$ cat src/rtl/txd_pkg.sv
package txd_pkg;
  localparam logic [1:0] SEL_CFG  = 2'd0;
  localparam logic [1:0] SEL_CTRL = 2'd1;
  localparam logic [1:0] SEL_BASE = 2'd2;

  localparam int CFG_TX_BIT  = 0;
  localparam int CFG_LB_BIT  = 8;
  localparam int CTRL_EN_BIT = 0;

  localparam int OFS_BUF  = 0;
  localparam int OFS_SIZE = 4;
  localparam int OFS_NEXT = 8;

  typedef enum logic [2:0] {
    W_IDLE, W_SIZE, W_PTR, W_NEXT, W_BUF, W_EMIT, W_BACK
  } walk_e;
endpackage

$ cat src/rtl/txd_regs.sv
module txd_regs
  import txd_pkg::*;
#(
  parameter int DW = 32,
  parameter int CW = 8
) (
  input  logic          clk,
  input  logic          rst_n,
  input  logic          reg_we,
  input  logic [1:0]    reg_sel,
  input  logic [DW-1:0] reg_wdata,
  input  logic          busy,
  input  logic          walk_stop,
  input  logic          pkt_done,
  output logic          loop_en,
  output logic          dma_en,
  output logic          start,
  output logic [DW-1:0] base,
  output logic          underrun,
  output logic          sent,
  output logic [CW-1:0] sent_cnt
);
  logic          tx_en_q, tx_en_d, lb_q, lb_d, en_q, en_d;
  logic          und_q, und_d, sent_q, sent_d;
  logic [DW-1:0] base_q, base_d;
  logic [CW-1:0] cnt_q, cnt_d;
  logic          wr_cfg, wr_ctrl, wr_base;

  assign wr_cfg  = reg_we && (reg_sel == SEL_CFG);
  assign wr_ctrl = reg_we && (reg_sel == SEL_CTRL) && !busy;
  assign wr_base = reg_we && (reg_sel == SEL_BASE);
  assign start   = wr_ctrl && reg_wdata[CTRL_EN_BIT] && tx_en_q;

  always_comb begin
    tx_en_d = tx_en_q;
    lb_d    = lb_q;
    en_d    = en_q;
    base_d  = base_q;
    und_d   = und_q;
    sent_d  = sent_q;
    cnt_d   = cnt_q;
    if (wr_cfg) begin
      tx_en_d = reg_wdata[CFG_TX_BIT];
      lb_d    = reg_wdata[CFG_LB_BIT];
    end
    if (wr_base) base_d = {reg_wdata[DW-1:2], 2'b00};
    if (walk_stop) begin
      en_d  = 1'b0;
      und_d = 1'b1;
    end else if (wr_ctrl) begin
      en_d = reg_wdata[CTRL_EN_BIT];
    end
    if (pkt_done) begin
      sent_d = 1'b1;
      cnt_d  = cnt_q + CW'(1);
    end
  end

  always_ff @(posedge clk or negedge rst_n) begin
    if (!rst_n) begin
      tx_en_q <= 1'b0;
      lb_q    <= 1'b0;
      en_q    <= 1'b0;
      base_q  <= '0;
      und_q   <= 1'b0;
      sent_q  <= 1'b0;
      cnt_q   <= '0;
    end else begin
      tx_en_q <= tx_en_d;
      lb_q    <= lb_d;
      en_q    <= en_d;
      base_q  <= base_d;
      und_q   <= und_d;
      sent_q  <= sent_d;
      cnt_q   <= cnt_d;
    end
  end

  assign loop_en  = lb_q;
  assign dma_en   = en_q;
  assign base     = base_q;
  assign underrun = und_q;
  assign sent     = sent_q;
  assign sent_cnt = cnt_q;

  AST_STOP_CLEARS_EN: assert property (@(posedge clk) disable iff (!rst_n)
    walk_stop |=> (!en_q && und_q));
  AST_BUSY_EN_HELD: assert property (@(posedge clk) disable iff (!rst_n)
    (busy && !walk_stop && $past(busy)) |=> $stable(en_q));
  AST_BASE_ALIGNED: assert property (@(posedge clk) disable iff (!rst_n)
    base_q[1:0] == 2'b00);
endmodule

$ cat src/rtl/txd_emit.sv
module txd_emit #(
  parameter int DW = 32,
  localparam int BYTES = DW / 8,
  localparam int CW = $clog2(BYTES + 1)
) (
  input  logic          clk,
  input  logic          rst_n,
  input  logic          load,
  input  logic [DW-1:0] word,
  input  logic [CW-1:0] nbytes,
  input  logic          final_in,
  output logic          valid,
  output logic [7:0]    data,
  output logic          last,
  input  logic          ready,
  output logic          idle
);
  logic [DW-1:0] sh_q, sh_d;
  logic [CW-1:0] left_q, left_d;
  logic          fin_q, fin_d;

  assign valid = (left_q != '0);
  assign idle  = !valid;
  assign data  = sh_q[7:0];
  assign last  = fin_q && (left_q == CW'(1));

  always_comb begin
    sh_d   = sh_q;
    left_d = left_q;
    fin_d  = fin_q;
    if (load) begin
      sh_d   = word;
      left_d = nbytes;
      fin_d  = final_in;
    end else if (valid && ready) begin
      sh_d   = sh_q >> 8;
      left_d = left_q - CW'(1);
    end
  end

  always_ff @(posedge clk or negedge rst_n) begin
    if (!rst_n) begin
      sh_q   <= '0;
      left_q <= '0;
      fin_q  <= 1'b0;
    end else begin
      sh_q   <= sh_d;
      left_q <= left_d;
      fin_q  <= fin_d;
    end
  end

  AST_HOLD_STEADY: assert property (@(posedge clk) disable iff (!rst_n)
    (valid && !ready) |=> (valid && $stable(data) && $stable(last)));
  AST_LOAD_IDLE: assert property (@(posedge clk) disable iff (!rst_n)
    load |-> idle);
endmodule

$ cat src/rtl/txd_route.sv
module txd_route (
  input  logic       sel_lb,
  input  logic       s_valid,
  input  logic [7:0] s_data,
  input  logic       s_last,
  output logic       s_ready,
  output logic       tx_valid,
  output logic [7:0] tx_data,
  output logic       tx_last,
  input  logic       tx_ready,
  output logic       lb_valid,
  output logic [7:0] lb_data,
  output logic       lb_last,
  input  logic       lb_ready
);
  assign tx_valid = s_valid && !sel_lb;
  assign lb_valid = s_valid && sel_lb;
  assign tx_data  = s_data;
  assign lb_data  = s_data;
  assign tx_last  = s_last && !sel_lb;
  assign lb_last  = s_last && sel_lb;
  assign s_ready  = sel_lb ? lb_ready : tx_ready;
endmodule

$ cat src/rtl/txd_seq.sv
module txd_seq
  import txd_pkg::*;
#(
  parameter int DW = 32,
  parameter int LEN_W = 11,
  localparam int BYTES = DW / 8,
  localparam int CW = $clog2(BYTES + 1)
) (
  input  logic          clk,
  input  logic          rst_n,
  input  logic          start,
  input  logic [DW-1:0] base,
  input  logic          loop_en,
  output logic          busy,
  output logic          mem_req,
  output logic          mem_we,
  output logic [DW-1:0] mem_addr,
  output logic [DW-1:0] mem_wdata,
  input  logic          mem_ack,
  input  logic [DW-1:0] mem_rdata,
  output logic          emit_load,
  output logic [DW-1:0] emit_word,
  output logic [CW-1:0] emit_nbytes,
  output logic          emit_final,
  input  logic          emit_idle,
  output logic          pkt_done,
  output logic          walk_stop,
  output logic          loop_sel
);
  localparam logic [DW-1:0] EMPTY_MASK = DW'(1) << (DW - 1);
  localparam logic [DW-1:0] ALIGN_MASK = ~DW'(3);

  walk_e             st_q, st_d;
  logic [DW-1:0]     cur_q, cur_d, buf_q, buf_d, size_q, size_d, next_q, next_d;
  logic [LEN_W-1:0]  left_q, left_d;
  logic              lsel_q, lsel_d;
  logic [CW-1:0]     nb;

  assign nb          = (left_q >= LEN_W'(BYTES)) ? CW'(BYTES) : left_q[CW-1:0];
  assign emit_word   = mem_rdata;
  assign emit_nbytes = nb;
  assign emit_final  = (left_q <= LEN_W'(BYTES));
  assign busy        = (st_q != W_IDLE);
  assign loop_sel    = lsel_q;

  always_comb begin
    st_d      = st_q;
    cur_d     = cur_q;
    buf_d     = buf_q;
    size_d    = size_q;
    next_d    = next_q;
    left_d    = left_q;
    lsel_d    = lsel_q;
    mem_req   = 1'b0;
    mem_we    = 1'b0;
    mem_addr  = cur_q;
    mem_wdata = size_q | EMPTY_MASK;
    emit_load = 1'b0;
    pkt_done  = 1'b0;
    walk_stop = 1'b0;
    case (st_q)
      W_IDLE: begin
        if (start) begin
          cur_d = base;
          st_d  = W_SIZE;
        end
      end
      W_SIZE: begin
        mem_req  = 1'b1;
        mem_addr = cur_q + DW'(OFS_SIZE);
        if (mem_ack) begin
          if (mem_rdata[DW-1]) begin
            walk_stop = 1'b1;
            st_d      = W_IDLE;
          end else begin
            size_d = mem_rdata;
            left_d = mem_rdata[LEN_W-1:0];
            st_d   = W_PTR;
          end
        end
      end
      W_PTR: begin
        mem_req  = 1'b1;
        mem_addr = cur_q + DW'(OFS_BUF);
        if (mem_ack) begin
          buf_d = mem_rdata & ALIGN_MASK;
          st_d  = W_NEXT;
        end
      end
      W_NEXT: begin
        mem_req  = 1'b1;
        mem_addr = cur_q + DW'(OFS_NEXT);
        if (mem_ack) begin
          next_d = mem_rdata & ALIGN_MASK;
          lsel_d = loop_en;
          st_d   = (left_q == '0) ? W_BACK : W_BUF;
        end
      end
      W_BUF: begin
        mem_req  = 1'b1;
        mem_addr = buf_q;
        if (mem_ack) begin
          emit_load = 1'b1;
          left_d    = left_q - LEN_W'(nb);
          buf_d     = buf_q + DW'(BYTES);
          st_d      = W_EMIT;
        end
      end
      W_EMIT: begin
        if (emit_idle) st_d = (left_q == '0) ? W_BACK : W_BUF;
      end
      W_BACK: begin
        mem_req  = 1'b1;
        mem_we   = 1'b1;
        mem_addr = cur_q + DW'(OFS_SIZE);
        if (mem_ack) begin
          pkt_done = 1'b1;
          cur_d    = next_q;
          st_d     = W_SIZE;
        end
      end
      default: st_d = W_IDLE;
    endcase
  end

  always_ff @(posedge clk or negedge rst_n) begin
    if (!rst_n) begin
      st_q   <= W_IDLE;
      cur_q  <= '0;
      buf_q  <= '0;
      size_q <= '0;
      next_q <= '0;
      left_q <= '0;
      lsel_q <= 1'b0;
    end else begin
      st_q   <= st_d;
      cur_q  <= cur_d;
      buf_q  <= buf_d;
      size_q <= size_d;
      next_q <= next_d;
      left_q <= left_d;
      lsel_q <= lsel_d;
    end
  end

  AST_REQ_HOLD: assert property (@(posedge clk) disable iff (!rst_n)
    (mem_req && !mem_ack) |=> (mem_req && $stable(mem_addr) && $stable(mem_we)));
  AST_STOP_IDLE: assert property (@(posedge clk) disable iff (!rst_n)
    walk_stop |=> !busy);
  AST_FIRST_READ: assert property (@(posedge clk) disable iff (!rst_n)
    start |=> (mem_req && !mem_we && mem_addr == $past(base) + DW'(OFS_SIZE)));
  AST_BACK_SETS_EMPTY: assert property (@(posedge clk) disable iff (!rst_n)
    (mem_req && mem_we) |-> mem_wdata[DW-1]);
endmodule

$ cat src/rtl/txd_walker.sv
module txd_walker
  import txd_pkg::*;
#(
  parameter int DW = 32,
  parameter int LEN_W = 11,
  parameter int CNT_W = 8,
  localparam int CW = $clog2(DW / 8 + 1)
) (
  input  logic          clk,
  input  logic          rst_n,
  input  logic          reg_we,
  input  logic [1:0]    reg_sel,
  input  logic [DW-1:0] reg_wdata,
  output logic [DW-1:0] base_o,
  output logic          dma_en_o,
  output logic          busy_o,
  output logic          underrun_o,
  output logic          sent_o,
  output logic [CNT_W-1:0] sent_cnt_o,
  output logic          mem_req,
  output logic          mem_we,
  output logic [DW-1:0] mem_addr,
  output logic [DW-1:0] mem_wdata,
  input  logic          mem_ack,
  input  logic [DW-1:0] mem_rdata,
  output logic          tx_valid,
  input  logic          tx_ready,
  output logic [7:0]    tx_data,
  output logic          tx_last,
  output logic          lb_valid,
  input  logic          lb_ready,
  output logic [7:0]    lb_data,
  output logic          lb_last
);
  logic          start, loop_en, busy, walk_stop, pkt_done, loop_sel;
  logic          e_load, e_final, e_idle, s_valid, s_last, s_ready;
  logic [DW-1:0] base, e_word;
  logic [CW-1:0] e_nb;
  logic [7:0]    s_data;

  txd_regs #(.DW(DW), .CW(CNT_W)) u_regs (
    .clk(clk), .rst_n(rst_n), .reg_we(reg_we), .reg_sel(reg_sel),
    .reg_wdata(reg_wdata), .busy(busy), .walk_stop(walk_stop),
    .pkt_done(pkt_done), .loop_en(loop_en), .dma_en(dma_en_o),
    .start(start), .base(base), .underrun(underrun_o), .sent(sent_o),
    .sent_cnt(sent_cnt_o)
  );

  txd_seq #(.DW(DW), .LEN_W(LEN_W)) u_seq (
    .clk(clk), .rst_n(rst_n), .start(start), .base(base), .loop_en(loop_en),
    .busy(busy), .mem_req(mem_req), .mem_we(mem_we), .mem_addr(mem_addr),
    .mem_wdata(mem_wdata), .mem_ack(mem_ack), .mem_rdata(mem_rdata),
    .emit_load(e_load), .emit_word(e_word), .emit_nbytes(e_nb),
    .emit_final(e_final), .emit_idle(e_idle), .pkt_done(pkt_done),
    .walk_stop(walk_stop), .loop_sel(loop_sel)
  );

  txd_emit #(.DW(DW)) u_emit (
    .clk(clk), .rst_n(rst_n), .load(e_load), .word(e_word), .nbytes(e_nb),
    .final_in(e_final), .valid(s_valid), .data(s_data), .last(s_last),
    .ready(s_ready), .idle(e_idle)
  );

  txd_route u_route (
    .sel_lb(loop_sel), .s_valid(s_valid), .s_data(s_data), .s_last(s_last),
    .s_ready(s_ready), .tx_valid(tx_valid), .tx_data(tx_data),
    .tx_last(tx_last), .tx_ready(tx_ready), .lb_valid(lb_valid),
    .lb_data(lb_data), .lb_last(lb_last), .lb_ready(lb_ready)
  );

  assign base_o = base;
  assign busy_o = busy;

  AST_ONE_PORT: assert property (@(posedge clk) disable iff (!rst_n)
    !(tx_valid && lb_valid));
  AST_ROUTE_STEADY: assert property (@(posedge clk) disable iff (!rst_n)
    (s_valid && !s_ready) |=> $stable(loop_sel));
endmodule

$ cat config.mk
export PLATFORM = sky130hd
export DESIGN_NAME = txd_walker
export DESIGN_NICKNAME = d
export VERILOG_FILES = /design/src/rtl/txd_pkg.sv /design/src/rtl/txd_regs.sv /design/src/rtl/txd_emit.sv /design/src/rtl/txd_route.sv /design/src/rtl/txd_seq.sv /design/src/rtl/txd_walker.sv
export SDC_FILE = /design/constraint.sdc
export NUM_CORES = 1
export LEC_CHECK = 0
export CELL_PAD_IN_SITES_DETAIL_PLACEMENT = 0
export CELL_PAD_IN_SITES_GLOBAL_PLACEMENT = 1
export CORE_MARGIN = 5
export CORE_UTILIZATION = 41
export CTS_CLUSTER_DIAMETER = 40
export DETAILED_ROUTE_END_ITERATION = 8
export HOLD_SLACK_MARGIN = 0.15
export PLACE_DENSITY_LB_ADDON = 0.25
export SKIP_LAST_GASP = 1
export SYNTH_ARGS = -nofsm -noshare
export SYNTH_HDL_FRONTEND = slang
export SYNTH_SLANG_ARGS = --single-unit
$ cat constraint.sdc
create_clock -name clk -period 3.4 [get_ports clk]
set_clock_uncertainty 0.2 [all_clocks]
set_input_delay 0.68 -clock clk [delete_from_list [all_inputs] [get_ports clk]]
set_output_delay 0.68 -clock clk [all_outputs]
set_load 0.01 [all_outputs]
Word level (Yosys, flattened, before mapping)
Index checks and enable logic that the tools add are counted.
{ "totals": {"ff_bits": 219, "n_memories": 0, "latchBits": 0, "mem_bits_ro": 0, "input_bits": 72, "ram_bits": 0} }
{ "classes": {"n_mux": 37, "order_cmp": 2, "n_eq_ne": 17, "div": 0, "n_reduce_logical": 32, "n_bitwise": 1, "addsub": 6, "shift": 0, "multipliers": 0} }
{ "ops": {"columns": ["op", "count"], "rows": [
  ["32-bit 2-to-1 mux", 6],
  ["32-bit case mux with 2 select lines", 2],
  ["32-bit case mux with 3 select lines", 1],
  ["32-bit by 3-bit adder with 32-bit output, second input constant", 2],
  ["11-bit 2-to-1 mux", 3],
  ["32-bit by 4-bit adder with 32-bit output, second input constant", 1],
  ["3-bit 2-to-1 mux", 10],
  ["11-bit case mux with 2 select lines", 1],
  ["3-bit case mux with 7 select lines", 1],
  ["2-bit != test, second input constant", 8],
  ["1-bit logical AND", 12],
  ["11-bit by 3-bit greater-or-equal comparator with 1-bit output, second input constant", 1],
  ["11-bit by 3-bit <= comparator with 1-bit output, second input constant", 1],
  ["11-bit logical NOT", 1],
  ["1-bit 2-to-1 mux", 11],
  ["11-bit by 3-bit subtractor with 11-bit output", 1],
  ["2-bit nonzero test", 5],
  ["3-bit equality test, second input constant", 3],
  ["3-bit AND reduction", 3],
  ["8-bit by 1-bit adder with 8-bit output, second input constant", 1],
  ["7-bit AND reduction", 1],
  ["3-bit by 1-bit equality test with 1-bit output, second input constant", 2],
  ["3-bit by 2-bit equality test with 1-bit output, second input constant", 2],
  ["3-bit nonzero test", 2],
  ["12 further kinds", 14]
]} }

Depth between registers and ports, before layout
{ "depth": {"ltp_word": 7, "mapped_depth": 9, "mapped_depth_nobuf": 9} }

By module
A second synthesis with hierarchy kept.
{ "unflattened": {"cells_unflattened": 1358, "hier_area_um2": 12625.9} }
{ "by_module_without_submodules": {"columns": ["module", "cells_per_inst", "n_inst", "area_per_inst_um2", "seq_area_each_um2"], "rows": [
  ["txd_seq", 1052, 1, 8866.0, 3453.3],
  ["txd_emit", 178, 1, 1894.3, 900.9],
  ["txd_regs", 107, 1, 1697.9, 1076.0],
  ["txd_route", 21, 1, 167.7, 0.0]
]} }

Worst setup path before layout
OpenSTA, ideal clock, no wires.
{ "synth_timing": {"path_type": "flip-flop to output port", "startpoint": "register u_seq.cur_q[4]", "endpoint": "output port mem_addr[25]", "stages_incl_launch_ff": 8, "path_buffers": 0, "t_required_ps": 2520, "slack_ps": 490, "arrival_ps": 2030, "cell_sequence": "dfrtp_1 ha_1 nand3_4 or4_4 nor3_1 o2111ai_1 a221oi_1 nor2_1"} }
{ "synth_between": {"elab_chain_len": 2, "word_cells_on_any_way": 3, "classes_between": "add/sub: 2; mux: 1"} }
{ "synth_rtl": {"columns": ["element", "line_no", "rtl"], "rows": [
  ["start, declared", "txd_seq.sv:34", "logic [DW-1:0] cur_q, cur_d, buf_q, buf_d, size_q, size_d, next_q, next_d;"],
  ["start signal, assigned", "txd_seq.sv:137", "cur_q <= cur_d;"],
  ["32-bit by 3-bit adder with 32-bit output or 32-bit by 4-bit adder with 32-bit output (tied branches)", "txd_seq.sv:70, txd_seq.sv:115, txd_seq.sv:92", null],
  ["32-bit case mux with 3 select lines *", "txd_seq.sv:61", "case (st_q)"],
  ["end, declared", "txd_walker.sv:22", "output logic [DW-1:0] mem_addr,"]
]} }
Every way passes the cells marked *; elsewhere a longest branch is shown, timed or not.

Worst setup path after layout
{ "layout_timing": {"startpoint": "register u_seq.st_q[2]", "endpoint": "output port mem_addr[18]"} }
{ "layout_between": {"elab_chain_len": 3, "word_cells_on_any_way": 6, "classes_between": "eq/ne: 4; mux: 1; reduce/logical: 1"} }
{ "layout_rtl": {"columns": ["element", "line_no", "rtl"], "rows": [
  ["start, declared", "txd_seq.sv:33", "walk_e st_q, st_d;"],
  ["start signal, assigned", "txd_seq.sv:136", "st_q <= st_d;"],
  ["3-bit by 1-bit equality test with 1-bit output or 3-bit equality test (tied branches)", "txd_seq.sv:61", null],
  ["2-bit OR reduction (no line)", null, null],
  ["32-bit case mux with 3 select lines *", "txd_seq.sv:61", null]
]} }
Marked as above.

==> reports/metrics.yaml <==
yosys_warnings: 0
wl_mm: 40.1
slew_viol_final: 0
grt.busiest_layer: "met2"
synth_edf_count: 0
cts_sinks: 215
synth_top_area_share_pct: 46.5
setup.worst_path.class: "reg2out"
num_rows: 61
setup_ws_ns: -0.0431
p_sw_mw: 5.97
dp.cells: 1863
synthAdderAreaFrac_pct: 0.974
slowest_delay_ns: 0.45
ff2ff_path_depth: 12
dieHeight_um: 178
num_antenna_cells: 0
worst_hold_startpoint: "u_regs.sent_cnt[7]"
multi_input_area_mm2: 0.00605
cts_buffers: 35
grt_pass1_vias: 10700
holdWs_ns: 0.261
synth_cell_types: 75
p_seq_share_pct: 31.7
grt_pass1_wl_mm: 61.7
synth_xor_xnor_area_share_pct: 1.06
p_int_mw: 9.12
vdd_drop_max_v: 0.000464
vias: 10900
leakage_nw: 7.07
clockBufferDepth: 3
synth_top_family_by_area: "simple AND/OR/NAND/NOR gates"
preCtsSetupSlack_ns: -0.113
rsz0062_at_grt: "true"
grt_use_total_pct: 24.9
met2_usage_pct: 39.6
fin_crit_ns: 3.44
synthMuxAreaShare_pct: 9.08
first_pass_iters: 5
synth_top_cell_by_area: "dfrtp_1"
synthCells: 1284
yosys.area_share.simple_pct: 21.2
fin_crit_sh_pct: 101
crit_required_ns: 2.52
fill_cells: 2531
via_per_inst: 5.60
timing.setup.tns_ns: -0.166
synth-seq-area-share_pct: 46.5
path_cells: "nand2b_1 > buf_6 > nor3_2 > buf_4 > a21oi_1 > o22a_1 > buf_4 > o21ai_2 > o311ai_4 > buf_2"
start_util_pct: 41.6
clkTransAtPathRegs_ns: 0.05
finalNetCount: 1627
combinationalPowerShare_pct: 45.0
async_flop_share_pct: 100
ys.flop_type: "dfrtp_1"
regArea_mm2: 0.00539
rr_startpoint: "u_seq.st_q[0]"
violations: "setup timing"
r2r_setup_slack_ns: 0.42
hpwlAfterDp_mm: 28.5
io_pins: 202
drive_above_1_share_pct: 22.2
crit_path_end_kind: "primary output"
max_slew_margin_pct: 41.5
p_per_area_mw_per_mm2: 939
startpoint_type: "flip-flop"
met1_usage_pct: 34.5
crit_start: "u_seq.st_q[2]"
cap_violations: 0
synth_area_per_cell_um2: 9.01
coreArea_mm2: 0.0278
layout_common_cells: "nand2_1, dfrtp_1, clkdlybuf4s50_1"
io_buffers: 195
ys_ff_latch: 215
crit_fanout: 9
die_area_mm2: 0.0317
pwr-share-clk_pct: 23.3
setup_viol: 9
fin_cells: 1949
grt_overflow: 0
grt_start_max_net_pins: 62
clockRootBuffer: "clkbuf_16"
clk_latency_ns: 0.51
slowest_stage: "dfrtp_2"
max_slew.worst_pin.slew_ns: 0.874
antenna_found_initial: 0
fmax_mhz: 290
dr.first_iter.drc_count: 848
ys_top_cells_by_area: "dfrtp_1, nand2_1, mux2_2"
hold_path_class: "reg2reg"
ant_nets: 0
htree_levels: 2
gp_congestion: 0.940
area_growth_pct: 38.9
hold_viol_final: 0
status: "finished, violations left"
switching_share_pct: 39.6
layout_commonest_cell: "nand2_1"
crit_path_frequent_cell: "buf_4"
die_w_um: 178
cp_data_arrival_time_ns: 2.56
synth_compound_area_share_pct: 16.3
syn_area_mm2: 0.0116
met3_usage_pct: 3.73
cts_tree: "done"
endpoint: "mem_addr[18]"
drc: 0
r2r-end: "u_emit.sh_q[20]"
wl_per_cell_um: 20.6
[cell usage after synthesis (5+ instances only)]
cell      number
a211oi_1       5
a21o_1         5
a21oi_1       91
a221oi_1       5
a22o_1         9
a22oi_1        8
a31oi_1       34
a32oi_1        6
and3_1        15
and4_1         6
buf_1         10
buf_2         33
buf_4         25
clkbuf_1      31
dfrtp_1      215
ha_1           9
inv_1         11
mux2_2        63
mux2i_1       34
nand2_1      244
nand3_1       39
nand4_1       17
nor2_1       141
nor2b_1        5
nor3_1        23
nor3b_1        6
nor4_1         6
o211ai_1       9
o21a_1         5
o21ai_0       49
o221ai_1       5
o22ai_1       12
o311ai_0      10
or3_1          8
xnor2_1        6
xor2_1         8
[cells by family (layout without fill, tap and decap cells)]
| family | count (synthesis) | in the layout |
|---|---|---|
| other cells | 2 | 7 |
| xor+xnor | 14 | 14 |
| mux | 97 | 97 |
| flops | 215 | 215 |
| compound gates | 293 | 293 |
| buf+inv | 113 | 395 |
| fa+ha+maj | 9 | 9 |
| simple gates | 541 | 541 |
[critical path, delay by kind of cell (launching register included)]
kind            cells  cell delay, ns
compound gates      4            0.58
buf+inv             4            0.63
flops               1            0.45
simple gates        2            0.39
[timing repair]
action                     4_1_cts  5_1_grt
pin swaps                       23       20
setup endpoints to repair       30       26
hold buffers                     1        0
gates resized for setup        129       65
buffers inserted                18        7
hold endpoints to repair        55        0
[worst min-delay path by stage]
stage,end,slack [ns],cells past startpoint
2_1_floorplan,u_emit.fin_q,0.18,0
3_3_place_gp,u_seq.size_q[10],0.25,2
3_5_place_dp,u_regs.sent,0.26,1
4_1_cts,u_regs.sent_cnt[7],0.27,1
5_1_grt,u_regs.sent_cnt[7],0.28,1
6_report,u_regs.sent_cnt[7],0.26,1
[flip-flops by register name (all words and copies together), names as in the netlist, 3 cells and up]
signal,cells
u_seq.buf_q,30
u_regs.base,30
u_seq.left_q,11
u_seq.size_q,31
u_emit.sh_q,32
u_seq.cur_q,30
u_emit.left_q,3
u_regs.sent_cnt,8
u_seq.next_q,30
u_seq.st_q,3
[per-layer routing]
layer  share of wire [%]  vias to the layer above
met4                 3.7                        0
met3                 5.9                       90
met5                   0                        -
li1                    -                     5094
met2                  46                      407
met1                  44                     5318
[metrics by stage]
step	area, um^2	util (%)	total power [mW]
floorplan	11600	-	8.10
global placement	14300	51.6	11.2
detailed placement	14300	51.6	11.3
CTS	15800	57.0	14.9
global route	16100	57.8	16.0
finish	16100	57.8	15.1
[power by group through the flow]
stage | Combinational [mW] | Sequential (mW) | Clock [mW]
CTS | 6.63 | 4.74 | 3.58
global route | 7.42 | 4.92 | 3.70
detailed placement | 6.56 | 4.74 | 0
global placement | 6.48 | 4.71 | 0
finish | 6.79 | 4.78 | 3.52
floorplan | 3.63 | 4.47 | 0
[final cells by class]
class                      instances  area share, %
tap                              378           2.94
sequential                       215           33.5
clock inverter                    18           1.21
multi-input combinational        961           37.7
inverter                          13          0.312
clock buffer                      44           6.11
timing repair buffer             320           18.2
(Power assumes the default switching activity.)
